**config.mk**
```make
export PLATFORM = sky130hd
export DESIGN_NAME = fp32_add_pipe
export DESIGN_NICKNAME = d
export VERILOG_FILES = /design/src/rtl/fadd_pkg.sv /design/src/rtl/fadd_align.sv /design/src/rtl/fadd_sum.sv /design/src/rtl/fadd_norm.sv /design/src/rtl/fadd_round.sv /design/src/rtl/fp32_add_pipe.sv
export SDC_FILE = /design/constraint.sdc
export NUM_CORES = 1
export LEC_CHECK = 0
export ABC_AREA = 0
export BUFFER_PORTS_ARGS = -buffer_cell sky130_fd_sc_hd__buf_2
export CAP_MARGIN = 10
export CORE_ASPECT_RATIO = 0.75
export CORE_MARGIN = 2
export CORE_UTILIZATION = 30
export DETAILED_ROUTE_END_ITERATION = 10
export GPL_TIMING_DRIVEN = 0
export SYNTH_ARGS = -nofsm -noshare
export SYNTH_HDL_FRONTEND = slang
export SYNTH_SLANG_ARGS = --single-unit
export TNS_END_PERCENT = 1
```
**constraint.sdc**
```tcl
create_clock -name clk_i -period 27.6 [get_ports clk_i]
set_clock_uncertainty 0.2 [all_clocks]
set_input_delay 6.9 -clock clk_i [delete_from_list [all_inputs] [get_ports clk_i]]
set_output_delay 6.9 -clock clk_i [all_outputs]
set_load 0.005 [all_outputs]
```
**src/rtl/fadd_pkg.sv**
```systemverilog
package fadd_pkg;
  localparam int unsigned EXP_W   = 8;
  localparam int unsigned FRAC_W  = 23;
  localparam int unsigned WORD_W  = 1 + EXP_W + FRAC_W;
  localparam int unsigned MAN_W   = FRAC_W + 1;
  localparam int unsigned GRS_W   = 3;
  localparam int unsigned EXT_W   = MAN_W + GRS_W;
  localparam int unsigned SUM_W   = EXT_W + 1;
  localparam int unsigned SEXP_W  = EXP_W + 2;
  localparam int unsigned LZ_W    = $clog2(EXT_W);
  localparam logic [EXP_W-1:0]  EXP_MAX = '1;
  localparam logic [WORD_W-1:0] QNAN    = {1'b0, EXP_MAX, 1'b1, {(FRAC_W-1){1'b0}}};

  typedef struct packed {
    logic              spec;
    logic [WORD_W-1:0] spec_res;
    logic              sl;
    logic              ss;
    logic [EXP_W-1:0]  exp;
    logic [EXT_W-1:0]  ml;
    logic [EXT_W-1:0]  ms;
  } align_t;

  typedef struct packed {
    logic              spec;
    logic [WORD_W-1:0] spec_res;
    logic              sign;
    logic [EXP_W-1:0]  exp;
    logic [SUM_W-1:0]  sum;
  } sum_t;

  typedef struct packed {
    logic              spec;
    logic [WORD_W-1:0] spec_res;
    logic              sign;
    logic              zero;
    logic              unf;
    logic [SEXP_W-1:0] exp;
    logic [EXT_W-1:0]  man;
  } norm_t;

  function automatic logic [LZ_W-1:0] lead_zeros(input logic [EXT_W-1:0] v);
    logic [LZ_W-1:0] n;
    logic            hit;
    n   = '0;
    hit = 1'b0;
    for (int i = EXT_W - 1; i >= 0; i--) begin
      if (!hit && v[i]) hit = 1'b1;
      else if (!hit) n = n + 1'b1;
    end
    return n;
  endfunction
endpackage

```
**src/rtl/fadd_align.sv**
```systemverilog
module fadd_align
  import fadd_pkg::*;
(
  input  logic              clk_i,
  input  logic              rst_ni,
  input  logic              valid_i,
  input  logic [WORD_W-1:0] a_i,
  input  logic [WORD_W-1:0] b_i,
  input  logic              sub_i,
  output logic              valid_o,
  output align_t            q_o
);
  logic              sa, sb, a_nan, b_nan, a_inf, b_inf, swap, st;
  logic [EXP_W-1:0]  ea, eb, el, es, diff;
  logic [FRAC_W-1:0] fa, fb;
  logic [MAN_W-1:0]  ma, mb, m_l, m_s;
  logic [EXT_W-1:0]  ext, sh;
  align_t            d;

  always_comb begin
    sa    = a_i[WORD_W-1];
    sb    = b_i[WORD_W-1] ^ sub_i;  // subtract = add with flipped sign
    ea    = a_i[WORD_W-2 -: EXP_W];
    eb    = b_i[WORD_W-2 -: EXP_W];
    fa    = a_i[FRAC_W-1:0];
    fb    = b_i[FRAC_W-1:0];
    a_nan = (ea == EXP_MAX) && (fa != '0);
    b_nan = (eb == EXP_MAX) && (fb != '0);
    a_inf = (ea == EXP_MAX) && (fa == '0);
    b_inf = (eb == EXP_MAX) && (fb == '0);
    ma    = (ea == '0) ? '0 : {1'b1, fa};
    mb    = (eb == '0) ? '0 : {1'b1, fb};
    swap  = eb > ea;
    el    = swap ? eb : ea;
    es    = swap ? ea : eb;
    m_l   = swap ? mb : ma;
    m_s   = swap ? ma : mb;
    diff  = el - es;
    ext   = {m_s, {GRS_W{1'b0}}};
    if (diff >= EXP_W'(EXT_W)) begin
      sh = '0;
      st = |m_s;
    end else begin
      sh = ext >> diff;
      st = |(ext & ~({EXT_W{1'b1}} << diff));
    end
    d.spec = a_nan | b_nan | a_inf | b_inf;
    if (a_nan || b_nan || (a_inf && b_inf && (sa != sb))) d.spec_res = QNAN;
    else if (a_inf) d.spec_res = {sa, EXP_MAX, {FRAC_W{1'b0}}};
    else            d.spec_res = {sb, EXP_MAX, {FRAC_W{1'b0}}};
    d.sl  = swap ? sb : sa;
    d.ss  = swap ? sa : sb;
    d.exp = el;
    d.ml  = {m_l, {GRS_W{1'b0}}};
    d.ms  = sh | EXT_W'(st);
  end

  always_ff @(posedge clk_i or negedge rst_ni) begin
    if (!rst_ni) begin
      valid_o <= 1'b0;
      q_o     <= '0;
    end else begin
      valid_o <= valid_i;
      if (valid_i) q_o <= d;
    end
  end

  assert_nan_quiet_R7: assert property (@(posedge clk_i) disable iff (!rst_ni)
    (valid_i && (a_nan || b_nan)) |=> (valid_o && q_o.spec && q_o.spec_res == QNAN));

  assert_align_order_R2: assert property (@(posedge clk_i) disable iff (!rst_ni)
    (valid_o && !q_o.spec && (q_o.ml == '0)) |-> (q_o.ms == '0));
endmodule

```
**src/rtl/fadd_sum.sv**
```systemverilog
module fadd_sum
  import fadd_pkg::*;
(
  input  logic   clk_i,
  input  logic   rst_ni,
  input  logic   valid_i,
  input  align_t d_i,
  output logic   valid_o,
  output sum_t   q_o
);
  logic eff_sub;
  sum_t d;

  always_comb begin
    eff_sub    = d_i.sl ^ d_i.ss;
    d.spec     = d_i.spec;
    d.spec_res = d_i.spec_res;
    d.exp      = d_i.exp;
    if (!eff_sub) begin
      d.sum  = {1'b0, d_i.ml} + {1'b0, d_i.ms};
      d.sign = d_i.sl;
    end else if (d_i.ml >= d_i.ms) begin
      d.sum  = {1'b0, d_i.ml - d_i.ms};
      d.sign = d_i.sl;
    end else begin
      d.sum  = {1'b0, d_i.ms - d_i.ml};
      d.sign = d_i.ss;
    end
    // exact cancellation gives +0; like-signed zeros keep their sign
    if (d.sum == '0) d.sign = eff_sub ? 1'b0 : d_i.sl;
  end

  always_ff @(posedge clk_i or negedge rst_ni) begin
    if (!rst_ni) begin
      valid_o <= 1'b0;
      q_o     <= '0;
    end else begin
      valid_o <= valid_i;
      if (valid_i) q_o <= d;
    end
  end

  assert_cancel_plus_R6: assert property (@(posedge clk_i) disable iff (!rst_ni)
    (valid_i && !d_i.spec && (d_i.sl != d_i.ss) && (d_i.ml == d_i.ms))
    |=> (valid_o && q_o.sum == '0 && !q_o.sign));
endmodule

```
**src/rtl/fadd_norm.sv**
```systemverilog
module fadd_norm
  import fadd_pkg::*;
(
  input  logic  clk_i,
  input  logic  rst_ni,
  input  logic  valid_i,
  input  sum_t  d_i,
  output logic  valid_o,
  output norm_t q_o
);
  logic [LZ_W-1:0] lz;
  norm_t           d;

  always_comb begin
    lz         = lead_zeros(d_i.sum[EXT_W-1:0]);
    d.spec     = d_i.spec;
    d.spec_res = d_i.spec_res;
    d.sign     = d_i.sign;
    d.zero     = (d_i.sum == '0);
    if (d_i.sum[SUM_W-1]) begin
      d.man = d_i.sum[SUM_W-1:1] | EXT_W'(d_i.sum[0]);
      d.exp = SEXP_W'(d_i.exp) + SEXP_W'(1);
    end else begin
      d.man = d_i.sum[EXT_W-1:0] << lz;
      d.exp = SEXP_W'(d_i.exp) - SEXP_W'(lz);
    end
    // exponent code below 1 (zero or negative) is out of range
    d.unf = !d.zero && (d.exp[SEXP_W-1] || (d.exp == '0));
  end

  always_ff @(posedge clk_i or negedge rst_ni) begin
    if (!rst_ni) begin
      valid_o <= 1'b0;
      q_o     <= '0;
    end else begin
      valid_o <= valid_i;
      if (valid_i) q_o <= d;
    end
  end

  assert_norm_lead_R2: assert property (@(posedge clk_i) disable iff (!rst_ni)
    (valid_o && !q_o.spec && !q_o.zero) |-> q_o.man[EXT_W-1]);
endmodule

```
**src/rtl/fadd_round.sv**
```systemverilog
module fadd_round
  import fadd_pkg::*;
(
  input  logic              clk_i,
  input  logic              rst_ni,
  input  logic              valid_i,
  input  norm_t             d_i,
  output logic              valid_o,
  output logic [WORD_W-1:0] res_o,
  output logic              ovf_o,
  output logic              unf_o
);
  logic              inc, ovf_c;
  logic [MAN_W:0]    rm;
  logic [FRAC_W-1:0] frac;
  logic [SEXP_W-1:0] er;
  logic [WORD_W-1:0] res_d;
  logic              ovf_d, unf_d;

  always_comb begin
    inc = d_i.man[GRS_W-1] & (d_i.man[GRS_W] | (|d_i.man[GRS_W-2:0]));
    rm  = {1'b0, d_i.man[EXT_W-1:GRS_W]} + (MAN_W+1)'(inc);
    if (rm[MAN_W]) begin
      frac = rm[FRAC_W:1];
      er   = d_i.exp + SEXP_W'(1);
    end else begin
      frac = rm[FRAC_W-1:0];
      er   = d_i.exp;
    end
    ovf_c = er >= SEXP_W'(EXP_MAX);
    ovf_d = 1'b0;
    unf_d = 1'b0;
    if (d_i.spec) begin
      res_d = d_i.spec_res;
    end else if (d_i.zero) begin
      res_d = {d_i.sign, {(WORD_W-1){1'b0}}};
    end else if (d_i.unf) begin
      res_d = {d_i.sign, {(WORD_W-1){1'b0}}};
      unf_d = 1'b1;
    end else if (ovf_c) begin
      res_d = {d_i.sign, EXP_MAX, {FRAC_W{1'b0}}};
      ovf_d = 1'b1;
    end else begin
      res_d = {d_i.sign, er[EXP_W-1:0], frac};
    end
  end

  always_ff @(posedge clk_i or negedge rst_ni) begin
    if (!rst_ni) begin
      valid_o <= 1'b0;
      res_o   <= '0;
      ovf_o   <= 1'b0;
      unf_o   <= 1'b0;
    end else begin
      valid_o <= valid_i;
      if (valid_i) begin
        res_o <= res_d;
        ovf_o <= ovf_d;
        unf_o <= unf_d;
      end
    end
  end

  assert_round_carry_R10: assert property (@(posedge clk_i) disable iff (!rst_ni)
    (valid_i && !d_i.spec && !d_i.zero && !d_i.unf && (d_i.man[EXT_W-1:GRS_W] == '1) && inc
     && (d_i.exp < SEXP_W'(EXP_MAX - 1)))
    |=> (res_o[FRAC_W-1:0] == '0 && res_o[WORD_W-2 -: EXP_W] == EXP_W'($past(d_i.exp) + 1)));
endmodule

```
**src/rtl/fp32_add_pipe.sv**
```systemverilog
module fp32_add_pipe
  import fadd_pkg::*;
(
  input  logic        clk_i,
  input  logic        rst_ni,
  input  logic        in_valid_i,
  input  logic [31:0] op_a_i,
  input  logic [31:0] op_b_i,
  input  logic        sub_i,
  output logic        out_valid_o,
  output logic [31:0] result_o,
  output logic        overflow_o,
  output logic        underflow_o
);
  logic   v1, v2, v3;
  align_t s1;
  sum_t   s2;
  norm_t  s3;

  fadd_align u_align (
    .clk_i(clk_i), .rst_ni(rst_ni), .valid_i(in_valid_i),
    .a_i(op_a_i), .b_i(op_b_i), .sub_i(sub_i), .valid_o(v1), .q_o(s1));

  fadd_sum u_sum (
    .clk_i(clk_i), .rst_ni(rst_ni), .valid_i(v1), .d_i(s1), .valid_o(v2), .q_o(s2));

  fadd_norm u_norm (
    .clk_i(clk_i), .rst_ni(rst_ni), .valid_i(v2), .d_i(s2), .valid_o(v3), .q_o(s3));

  fadd_round u_round (
    .clk_i(clk_i), .rst_ni(rst_ni), .valid_i(v3), .d_i(s3), .valid_o(out_valid_o),
    .res_o(result_o), .ovf_o(overflow_o), .unf_o(underflow_o));

  logic a_inf_in, b_finite_in;
  assign a_inf_in    = (op_a_i[30:23] == EXP_MAX) && (op_a_i[22:0] == '0);
  assign b_finite_in = (op_b_i[30:23] != EXP_MAX);

  assert_latency_R1: assert property (@(posedge clk_i) disable iff (!rst_ni)
    in_valid_i |-> ##4 out_valid_o);

  assert_ovf_inf_R4: assert property (@(posedge clk_i) disable iff (!rst_ni)
    (out_valid_o && overflow_o) |-> (result_o[30:0] == {EXP_MAX, {FRAC_W{1'b0}}} && !underflow_o));

  assert_unf_zero_R5: assert property (@(posedge clk_i) disable iff (!rst_ni)
    (out_valid_o && underflow_o) |-> (result_o[30:0] == '0 && !overflow_o));

  assert_inf_pass_R8: assert property (@(posedge clk_i) disable iff (!rst_ni)
    (in_valid_i && a_inf_in && b_finite_in) |-> ##4 (result_o == $past(op_a_i, 4) && !overflow_o));
endmodule

```
-- Yosys cells after proc, flatten, opt, wreduce, memory -nomap -nowiden
Index checks and enable logic that the tools add are counted.
- bits in registers: 275
- input bits: 68
- output and inout bits: 35
- word-level logic and storage cells: 267
- add/sub/neg operators: 34
- order comparisons: 4
- equality and inequality tests: 3
- shift operators: 3
- multiplexer cells: 111
- bitwise gates (word level): 11
- reductions and logical operators: 75
- operators with widths (kind ; number):
    two-way mux 5 bit ; 52
    adder 5 x 1 -> 5 bit (second input constant) ; 26
    two-way mux 24 bit ; 4
    two-way mux 32 bit ; 3
    two-way mux 31 bit ; 3
    logical NOT 28 bit ; 2
    two-way mux 27 bit ; 2
    OR 27 x 1 -> 27 bit ; 2
    subtractor 27 bit ; 2
    logical NOT 23 bit ; 2
    nonzero test 23 bit ; 2
    two-way mux 1 bit ; 41
    two-way mux 37 bit ; 1
    logical AND 1 bit ; 33
    adder 27 x 27 -> 28 bit ; 1
    two-way mux 28 bit ; 1
    bitwise AND 27 bit ; 1
    greater-or-equal comparator 27 bit ; 1
    logical NOT 1 bit ; 27
    inverter 27 bit ; 1
    OR reduction 27 bit ; 1
    left shift 27 x 5 -> 27 bit ; 1
    left shift 27 x 8 -> 27 bit (first input constant) ; 1
    right shift 27 x 8 -> 27 bit ; 1
    21 further kinds ; 30

-- Longest topological paths before layout
- depth in word-level cells: 84
- depth in mapped cells: 110
- mapped depth without buffers: 106

-- Modules after synthesis
A second synthesis with hierarchy kept.
- cell total of the unflattened synthesis: 2954
- area total of the unflattened synthesis: 24262.0 um^2
- modules (own cells, without submodules) (module ; instances ; cells each ; area each (um^2) ; seq. area each (um^2)):
    fadd_norm ; 1 ; 1061 ; 8573.2 ; 1851.8
    fadd_sum ; 1 ; 853 ; 7166.9 ; 1776.7
    fadd_align ; 1 ; 739 ; 6023.3 ; 1651.6
    fadd_round ; 1 ; 301 ; 2498.6 ; 875.8

-- Least setup slack after synthesis
OpenSTA, ideal clock, no wires.
- path kind: register -> register
- start: register u_sum.q_o[26] (netlist name)
- end: register u_norm.q_o[37] (netlist name)
- library setup time: 0.123 ns
- arrival time: 18.453 ns
- data required time: 27.277 ns
- setup slack: 8.824 ns
- cell stages (with the launch flop): 110
- path buffers: 4
- clock period less this slack: 18.776 ns
- cell sequence: dfrtp_1 > clkbuf_1 > nor2_1 > ha_1 > nor2b_1 > a21oi_1 > nor2_1 > ha_1 > nor2b_1 > o31ai_1 > inv_1 > ha_1 > nand2_1 > nand2_1 > ha_1 > clkbuf_1 > mux2_2 > ha_1 > [... 74 more ...] > xnor2_1 > xnor2_1 > nand4_1 > xor2_1 > xor2_1 > xnor2_1 > xnor2_4 > inv_4 > buf_6 > ha_1 > or3_1 > or2_2 > nor3_1 > a21oi_1 > o2111ai_1 > nor4b_1 > a21oi_1 > o2bb2ai_1
- cells in the longest elaborated chain, start to end: 84
- elaborated cells between the ends (all ways): 164
- classes of those cells: 27 x add/sub; 80 x mux; 57 x reduce/logical
- RTL lines (what ; RTL line ; RTL):
    start: declaration ; fadd_sum.sv:9 ; output sum_t q_o
    start signal: assignment ; fadd_sum.sv:36 ; q_o <= '0;
    start signal: assignment ; fadd_sum.sv:39 ; if (valid_i) q_o <= d;
    two-way mux 1 bit ; fadd_pkg.sv:48 ; if (!hit && v[i]) hit = 1'b1;
    adder 5 x 1 -> 5 bit / logical NOT 1 bit (equally long branches) ; fadd_pkg.sv:49, fadd_pkg.sv:48 ;
    two-way mux 5 bit / logical AND 1 bit (equally long branches) ; fadd_pkg.sv:49, fadd_pkg.sv:48 ;
    two-way mux 5 bit / two-way mux 1 bit (equally long branches) ; fadd_pkg.sv:48 ;
    adder 5 x 1 -> 5 bit / logical NOT 1 bit (equally long branches) ; fadd_pkg.sv:49, fadd_pkg.sv:48 ;
    two-way mux 5 bit / logical AND 1 bit (equally long branches) ; fadd_pkg.sv:49, fadd_pkg.sv:48 ;
    two-way mux 5 bit / two-way mux 1 bit (equally long branches) ; fadd_pkg.sv:48 ;
    adder 5 x 1 -> 5 bit / logical NOT 1 bit (equally long branches) ; fadd_pkg.sv:49, fadd_pkg.sv:48 ;
    [... 68 more ...] ; -- ;
    adder 5 x 1 -> 5 bit / logical NOT 1 bit (equally long branches) ; fadd_pkg.sv:49, fadd_pkg.sv:48 ;
    two-way mux 5 bit / logical AND 1 bit (equally long branches) ; fadd_pkg.sv:49, fadd_pkg.sv:48 ;
    two-way mux 5 bit ; fadd_pkg.sv:48 ;
    subtractor 8 x 5 -> 9 bit ; fadd_norm.sv:25 ; d.exp = SEXP_W'(d_i.exp) - SEXP_W'(lz);
    two-way mux 37 bit ; fadd_norm.sv:20 ; if (d_i.sum[SUM_W-1]) begin
    logical NOT 10 bit ; fadd_norm.sv:28 ; d.unf = !d.zero && (d.exp[SEXP_W-1] || (d.exp == '0));
    logical OR 1 bit ; fadd_norm.sv:28 ;
    logical AND 1 bit (*) ; fadd_norm.sv:28 ;
    end signal: assignment ; fadd_norm.sv:34 ; q_o <= '0;
    end signal: assignment ; fadd_norm.sv:37 ; if (valid_i) q_o <= d;
    end: declaration ; fadd_norm.sv:9 ; output norm_t q_o
Every way passes the cells marked *; elsewhere a longest branch is shown, timed or not.
A chain may end at the register's enable or synchronous reset.

-- Worst setup path after layout
Ends and elaborated chain as after synthesis.

==> flow_metrics.tcl <==
set metrics [dict create \
    run_status "finished, final reports clean" \
    post_cts_buffers 0 \
    synthAdderAreaFrac_pct 7.66 \
    numPortBuffers 102 \
    synth_ff_type "dfrtp_1" \
    finalNetCount 2891 \
    ir_drop_mv 0.0459 \
    ios 103 \
    cp_top_family "adder cells" \
    syn_inst 2566 \
    synth-edff-count 0 \
    yosysWarnings 0 \
    fillers 6907 \
    gp_congestion 1.05 \
    antenna_found_initial 1 \
    start_kind "flip-flop" \
    post-place-ws_ps 5720 \
    grt_pass1_wl_mm 115 \
    fin_area_um2 22000 \
    hold_violations 0 \
    drive_above_1_share_pct 9.67 \
    drt_iter0_markers 2568 \
    slowest_delay_ps 570 \
    globalRouteTotalUtil_pct 21.7 \
    min_path_type "flip-flop to flip-flop" \
    die_y_um 226 \
    final_cell_count_no_fill 3591 \
    drv_cap 0 \
    final_common_cell "nor2_1" \
    muxShareOfSynthArea_pct 8.30 \
    hold_depth 0 \
    synth.top_cell.area_share_pct 24.0 \
    crit_fanout 11 \
    wl_met2_mm 28.1 \
    dp_hpwl_mm 60.0 \
    leakagePower_nw 9.02 \
    fp.coreArea_um2 65000 \
    clk_pin_slew_ps 80 \
    synth-compound-area-share_pct 26.0 \
    fin_ws_ps 5270 \
    diodes 0 \
    max_freq_mhz 44.8 \
    yosys-top-cells-area "dfrtp_1 24%, ha_1 7.2%, nor2_1 5.5%" \
    layout_common_cells "287 x nor2_1, 243 x nand2_1, 206 x a21oi_1" \
    setup_viol 0 \
    final_util_pct 33.9 \
    slew_headroom_pct 16.0 \
    synth_xor_area_share_pct 6.73 \
    rsz0062_at_grt "no" \
    ys_seq_elements 188 \
    netlist_area_um2 19600 \
    routed-via-count 20500 \
    required_ps 27740 \
    grt_pass1_vias 18400 \
    vias_per_cell 5.71 \
    postPlaceCellArea_um2 21400 \
    highest_layer "met4" \
    ys_seq_area_share_pct 24.0 \
    min_period_ps 22330 \
    crit_buf_inv 7 \
    wl_met1_mm 36.5 \
    worstSkewPairLatency_ps 460 \
    numCtsBuffers 17 \
    start_util_pct 30.2 \
    yosys.area.top_type "dfrtp_1" \
    avgSynthCellArea_um2 7.65 \
    wl_met3_mm 8.73 \
    postRouteAntennaNets 0 \
    synthArstFlopShare_pct 100 \
    wl_per_cell_um 20.8 \
    overflow 0 \
    reg2reg_depth 109 \
    cts_tree "done" \
    max_slew.worst_pin.slew_ps 1230 \
    power.density_nw_per_um2 83.9 \
    finalCritPeriodShare_pct 80.9 \
    tns_ps 0 \
    syn2layout_area_growth_pct 12.0 \
    dr.pass1.iters 6 \
    yosys.area_share.simple_pct 21.4 \
    placed_cells 3559 \
    cp-end-kind "flip-flop" \
    ctsResizeCount 0 \
    htreeDepth 4 \
    cts_hold_buf 0 \
    drc 0 \
    synth_top_family_by_area "compound AO/OA/AOI/OAI gates" \
    ys_types 99 \
    finalMaxSlewViolations 0 \
    crit_top_cell "ha_1" \
    cts-root-buf "clkbuf_16" \
    die_x_um 299 \
    rows 81 \
    grt_max_degree 110 \
    crit_cells 109 \
    routed_wl_mm 74.7 \
    cp.arrival_ps 22480 \
    cts.sinks 188 \
    criticalPathCategory "flip-flop to flip-flop" \
    dieArea_um2 67500 \
    cts.path.max_buffers 2 \
    cp_slowest_cell "o21ai_1" \
]
==> layout make-up <==
type	count	area, um^2	area share [%]
repair buffers	104	559	2.54
well taps	871	1090	4.95
clock buffers	17	425	1.93
plain buffers	161	636	2.89
multi-input cells	2093	13800	62.9
inverters	142	536	2.43
clock inverters	15	215	0.978
flip-flops and latches	188	4700	21.4
==> cell usage after synthesis, drive strengths merged, types with 22 or more instances <==
master	count
nor2	288
nand2	243
a21oi	207
dfrtp	188
o21ai	157
clkbuf	139
inv	137
ha	113
mux2i	90
nand3	78
xnor2	77
nor3	69
a31oi	60
mux2	60
xor2	44
and3	37
a21o	34
nor4	34
a221oi	31
nand4	29
nor2b	26
o21a	25
nand2b	24
o22ai	24
a211oi	22
buf	22
==> per-layer routing <==
metal	track usage (%)	vias up
met5	0	-
met2	28.7	1098
met1	34.2	9713
met4	4.27	0
met3	5.59	82
li1	-	9627
==> sequential cells by signal (all words and copies together) (netlist names), 32 cells and up <==
| name | count |
|---|---|
| u_align.q_o | 65 |
| u_round.res_o | 32 |
| u_sum.q_o | 41 |
| u_norm.q_o | 44 |
==> worst paths after layout <==
check	from	end	slack, ps
worst min register to register	u_align.valid_o	u_sum.valid_o	210
worst max-delay path	u_sum.q_o[26]	u_norm.q_o[37]	5270
min in group asynchronous	rst_ni	u_round.res_o[25]	6230
max in group asynchronous	rst_ni	u_align.q_o[42]	19920
worst max register to register	u_sum.q_o[26]	u_norm.q_o[37]	5270
worst min-delay path	u_align.valid_o	u_sum.valid_o	210
==> stage by stage <==
| step | hold slack (ps) | power, mW |
|---|---|---|
| CTS | 205 | 1.81 |
| detailed placement | 180 | 1.53 |
| global route | 223 | 1.96 |
| floorplan | 152 | 1.18 |
| finish | 206 | 1.85 |
| global placement | 157 | 1.54 |
==> cells by family (layout without fill, tap and decap cells) <==
kind of cell	after synthesis	after routing
AO/OA/AOI/OAI	777	777
adder cells (fa/ha/maj)	119	119
other	1	19
flip-flops	188	188
XOR/XNOR	129	129
multiplexers	152	152
AND/OR/NAND/NOR	897	897
buffers and inverters	303	439
==> power breakdown <==
part           switching [mW]  internal [mW]  total, mW
registers              0.0871          0.349      0.436
clock network           0.141          0.128      0.269
logic                   0.730          0.413       1.14
Power figures use the tool's default switching activity.
